<file path="config.mk">
export PLATFORM = sky130hd
export DESIGN_NAME = skid_pipe_stage
export DESIGN_NICKNAME = d
export VERILOG_FILES = /design/src/rtl/pipe_stage_pkg.sv /design/src/rtl/pipe_proc.sv /design/src/rtl/pipe_skid.sv /design/src/rtl/pipe_outreg.sv /design/src/rtl/skid_pipe_stage.sv
export SDC_FILE = /design/constraint.sdc
export NUM_CORES = 1
export LEC_CHECK = 0
export BUFFER_PORTS_ARGS = -buffer_cell sky130_fd_sc_hd__buf_2
export CAP_MARGIN = 40
export CORE_MARGIN = 3
export CORE_UTILIZATION = 57
export DETAILED_ROUTE_END_ITERATION = 10
export MAX_ROUTING_LAYER = met4
export PLACE_DENSITY = 0.83
export SYNTH_ARGS = -nofsm -noshare
export SYNTH_HDL_FRONTEND = slang
export SYNTH_SLANG_ARGS = --single-unit
</file>
<file path="constraint.sdc">
create_clock -name clk -period 4.78 [get_ports clk]
set_clock_uncertainty 0.15 [all_clocks]
set_input_delay 0.478 -clock clk [delete_from_list [all_inputs] [get_ports clk]]
set_output_delay 0.478 -clock clk [all_outputs]
set_load 0.01 [all_outputs]
</file>
<file path="src/rtl/pipe_stage_pkg.sv">
package pipe_stage_pkg;

    // Source of the next word loaded into the output register
    typedef enum logic [1:0] {
        SRC_IDLE  = 2'd0,
        SRC_INPUT = 2'd1,
        SRC_SKID  = 2'd2
    } src_sel_e;

    // Output register may take a new value when empty or being drained
    function automatic logic out_can_load(input logic vld, input logic busy);
        return !vld || !busy;
    endfunction

    // Pick the output source from stall state and upstream acceptance
    function automatic src_sel_e pick_source(input logic can_load,
                                             input logic stalled,
                                             input logic taken);
        if (!can_load)   return SRC_IDLE;
        else if (stalled) return SRC_SKID;
        else if (taken)   return SRC_INPUT;
        else              return SRC_IDLE;
    endfunction

endpackage

</file>
<file path="src/rtl/pipe_proc.sv">
module pipe_proc #(
    parameter int DATA_W = 16,
    parameter int STEP   = 1
) (
    input  logic [DATA_W-1:0] din,
    output logic [DATA_W-1:0] dout
);
    localparam logic [DATA_W-1:0] STEP_W = DATA_W'(STEP);

    always_comb begin
        dout = din + STEP_W;
    end
endmodule

</file>
<file path="src/rtl/pipe_skid.sv">
module pipe_skid #(
    parameter int DATA_W = 16
) (
    input  logic              clk,
    input  logic              rst,
    input  logic              capture,
    input  logic              drain,
    input  logic [DATA_W-1:0] din,
    output logic              stalled,
    output logic [DATA_W-1:0] held
);
    always_ff @(posedge clk) begin
        if (rst) begin
            stalled <= 1'b0;
        end else if (capture) begin
            stalled <= 1'b1;
        end else if (drain) begin
            stalled <= 1'b0;
        end
    end

    always_ff @(posedge clk) begin
        if (capture) begin
            held <= din;
        end
    end
endmodule

</file>
<file path="src/rtl/pipe_outreg.sv">
module pipe_outreg
    import pipe_stage_pkg::*;
#(
    parameter int DATA_W = 16
) (
    input  logic              clk,
    input  logic              rst,
    input  logic              load,
    input  src_sel_e          sel,
    input  logic [DATA_W-1:0] fresh,
    input  logic [DATA_W-1:0] skid,
    output logic              vld,
    output logic [DATA_W-1:0] data
);
    always_ff @(posedge clk) begin
        if (rst) begin
            vld <= 1'b0;
        end else if (load) begin
            vld <= (sel != SRC_IDLE);
        end
    end

    always_ff @(posedge clk) begin
        if (load) begin
            unique case (sel)
                SRC_SKID:  data <= skid;
                SRC_INPUT: data <= fresh;
                default:   data <= data;
            endcase
        end
    end
endmodule

</file>
<file path="src/rtl/skid_pipe_stage.sv">
module skid_pipe_stage
    import pipe_stage_pkg::*;
#(
    parameter int DATA_W = 16,
    parameter int STEP   = 1
) (
    input  logic              clk,
    input  logic              rst,
    input  logic              up_valid,
    input  logic [DATA_W-1:0] up_data,
    output logic              up_busy,
    output logic              dn_valid,
    output logic [DATA_W-1:0] dn_data,
    input  logic              dn_busy
);
    logic [DATA_W-1:0] proc_word;
    logic [DATA_W-1:0] skid_word;
    logic              stalled;
    logic              can_load;
    logic              taken;
    logic              capture;
    src_sel_e          sel;

    pipe_proc #(.DATA_W(DATA_W), .STEP(STEP)) i_proc (
        .din  (up_data),
        .dout (proc_word)
    );

    always_comb begin
        can_load = out_can_load(dn_valid, dn_busy);
        taken    = up_valid && !stalled;
        capture  = taken && !can_load;
        sel      = pick_source(can_load, stalled, taken);
    end

    pipe_skid #(.DATA_W(DATA_W)) i_skid (
        .clk     (clk),
        .rst     (rst),
        .capture (capture),
        .drain   (can_load),
        .din     (proc_word),
        .stalled (stalled),
        .held    (skid_word)
    );

    pipe_outreg #(.DATA_W(DATA_W)) i_out (
        .clk   (clk),
        .rst   (rst),
        .load  (can_load),
        .sel   (sel),
        .fresh (proc_word),
        .skid  (skid_word),
        .vld   (dn_valid),
        .data  (dn_data)
    );

    assign up_busy = stalled;
endmodule

</file>
==> impl_results.md <==
* Status: completed
* Leakage at roughly 0.74 nW
* RSZ-0062 raised after global routing: no
* Worst r2r src: i_skid.stalled
* Die width at about 60 µm
* Wire per inst at roughly 15 µm
* Die Area at 3570 µm²
* Place WS at 2.48 ns
* Root buffer cell: clkbuf_4
* Launch point of the worst hold path: rst
* Hpwl dp at 2370 µm
* Worst path cell trace: nand2b_1 -> a21oi_1 -> ha_1 -> buf_8 -> mux2_2
* Final setup margin at 2.64 ns
* F_max at ~470 MHz
* Part of the cycle the worst path needs at 0.448
* Worst hold path type: in -> reg
* Hold_buf cts at 0
* Via count at ~1.2k
* CP Max Fanout at 17
* Initial core utilization at 0.631
* Relative slew slack at 0.663
* Vias/cell at 5.90
* Crit end category: register
* Area share of the largest cell type after synthesis at 0.583
* GRT overflow at 0
* Top delay family on crit path: adder cells
* PortBufs at 37
* Area leader, netlist: edfxtp_1
* Setup_tns at 0 ns
* P_sw at between 0.0001 and 0.00015 W
* Total Wirelength at approximately 3200 µm
* Final Max Slew Viols at 0
* TritonCTS clock tree: built
* Most common cell after layout, fill and taps aside: buf_2
* Synth unique cells at 27
* 1st-iter DRT viols at 45
* Initial antenna violation count at 0
* Worst stage delay on the critical path at roughly 0.5 ns
* Global-route usage over all layers at 0.205
* Diodes inserted at 0
* GP Congestion at between 0.7 and 0.8
* Fraction of layout cells with a size suffix above 1 at 0.296
* Peak VDD IR at approximately 0.00027 V
* I/O pin cnt at 38
* Maximum root-to-sink buffer count at 2
* Clock Latency Late Sink at approximately 0.32 ns
* Filler cells at between 150 and 200
* Post_cts resized at 0
* Bufs and invs on worst path at 1
* Most frequent cells in the layout: 37 x buf_2, 32 x edfxtp_1, 14 x nand2_1
* R2R Path End: i_out.data[2]
* Cells after DPL at between 200 and 250
* Syn_nets at 160
* Core Region at 2610 µm²
* Detailed-route DRC error count at 0
* Final setup fails at 0
* Slowest-stage cell, CP: ha_1
* Hold Path Sink: i_out.vld
* Chip Height at 59.8 µm
* Synth Instances at between 100 and 150
* Htree depth at 2
* Yosys warns at 0
* Worst path depth at 5
* Crit path kind: reg -> reg
* CTS Buf Count at 5
* Reg2reg setup slack at between 2 and 3 ns
* Area Growth Syn to Fin at 16.4%
* Critical Path AT at about 2 ns
* Reg2Reg Depth at 5
* Cell internal pwr at around 0.00044 W
* Slew @ Worst Pin at slightly above 0.5 ns
* Total Nets Final at 201
* CTS sink count at 34
* Rows at 18
* Fin crit period at ~2.1 ns
* First-pass GRT wire length at between 5000 and 6000 µm
* Post-Syn Area per Cell at approximately 12 µm²
* Final hold vios at 0
* DRT Pass-1 Iters at 4
* Register area share after synthesis at 0.607
* Area contributors post-synth: edfxtp_1 58%, mux2_2 3.4%, nand2_1 3.2%
* Worst EP required at ~4.7 ns
* Number of synthesized register bits at 34
* Number of global-route vias before repair at ~1.2k
* Final std cells w/o fill at 209
* Hold Crit Depth at 2
* Mapped Area at approximately 1600 µm²
* Max-Cap Viols at 0
* CP Launch Type: register
* Sw Ratio at 0.241
* Clock slew at reported path FFs at 0.09 ns
* ANT nets after route at 0
* Clock power share at 0.246
* Largest net degree at the start of global routing at 18
* PwrDens at approximately 300 nW/µm²
* Flop pwr share at 0.606
* Logic pwr share at 0.148
* Postcts setup bufs at 0
per-stage QoR:
stage / util / power [W] / hold slack, ns / area [µm²]
final: 0.735 / 0.000580 / 0.168 / 1920
after global routing: 0.735 / 0.000611 / 0.153 / 1920
after detailed placement: 0.716 / 0.000445 / 0.381 / 1870
after CTS: 0.735 / 0.000586 / 0.160 / 1920
after global placement: 0.710 / 0.000438 / 0.359 / 1860
after floorplan: - / 0.000405 / 0.375 / 1650
cell usage after synthesis:
cell      number
buf_6          1
a31oi_1        8
or4_4          1
nand2_1       14
a21oi_1        3
ha_1           3
nand3_1        5
nor3_1         1
nand4_2        2
dfxtp_1        2
or3_1          4
o21ai_0        4
edfxtp_1      32
o41ai_1        3
nand2b_1       4
mux2_2         5
o31ai_1        4
xnor2_1        5
or4_1          6
nor2_1        10
xor2_1         1
nand4_1        1
and2_1         3
clkbuf_1       4
o221ai_1       3
buf_2          1
inv_1          7
cells by family after synthesis:
| logic type | synth area share |
|---|---|
| compound gates | 0.102 |
| simple gates | 0.168 |
| flops | 0.607 |
| mux | 0.0341 |
| fa+ha+maj | 0.0228 |
| xor+xnor | 0.0319 |
| buf+inv | 0.0349 |
layer usage:
layer	global-route usage	part of all wire	vias to the layer above
li1	-	-	607
met1	0.232	0.41	574
met2	0.349	0.51	45
met3	0.0518	0.068	8
met4	0.0759	0.015	0
met5	-	0	-
flip-flops by register name, summed over array words and instances (netlist names):
signal	count
i_out.data	16
i_skid.stalled	1
i_skid.held	16
i_out.vld	1
how the worst max path moves through the flow:
| stage | startpoint | end |
|---|---|---|
| final | i_skid.stalled | i_out.data[2] |
| after floorplan | up_valid | i_out.data[0] |
| after global placement | up_valid | i_out.data[3] |
| after detailed placement | up_valid | i_out.data[1] |
| after CTS | i_skid.stalled | i_out.data[1] |
| after global routing | i_skid.stalled | i_out.data[3] |
power groups by stage:
stage / Sequential [W] / Clock, W / Combinational (W)
final: 0.000351 / 0.000143 / 0.0000861
after global routing: 0.000353 / 0.000162 / 0.0000959
after CTS: 0.000351 / 0.000148 / 0.0000871
after detailed placement: 0.000358 / 0 / 0.0000869
after global placement: 0.000358 / 0 / 0.0000801
after floorplan: 0.000366 / 0 / 0.0000399
area by class of cell:
| cell class | count | area, µm² | area share |
|---|---|---|---|
| clock buffer | 8 | 48.8 | 0.0254 |
| sequential | 34 | 1000 | 0.522 |
| timing repair buffer | 40 | 215 | 0.112 |
| inverter | 7 | 26.3 | 0.0137 |
| multi-input combinational | 90 | 591 | 0.308 |
| tap | 30 | 37.5 | 0.0196 |
No activity file was read; power rests on OpenSTA's default activity.
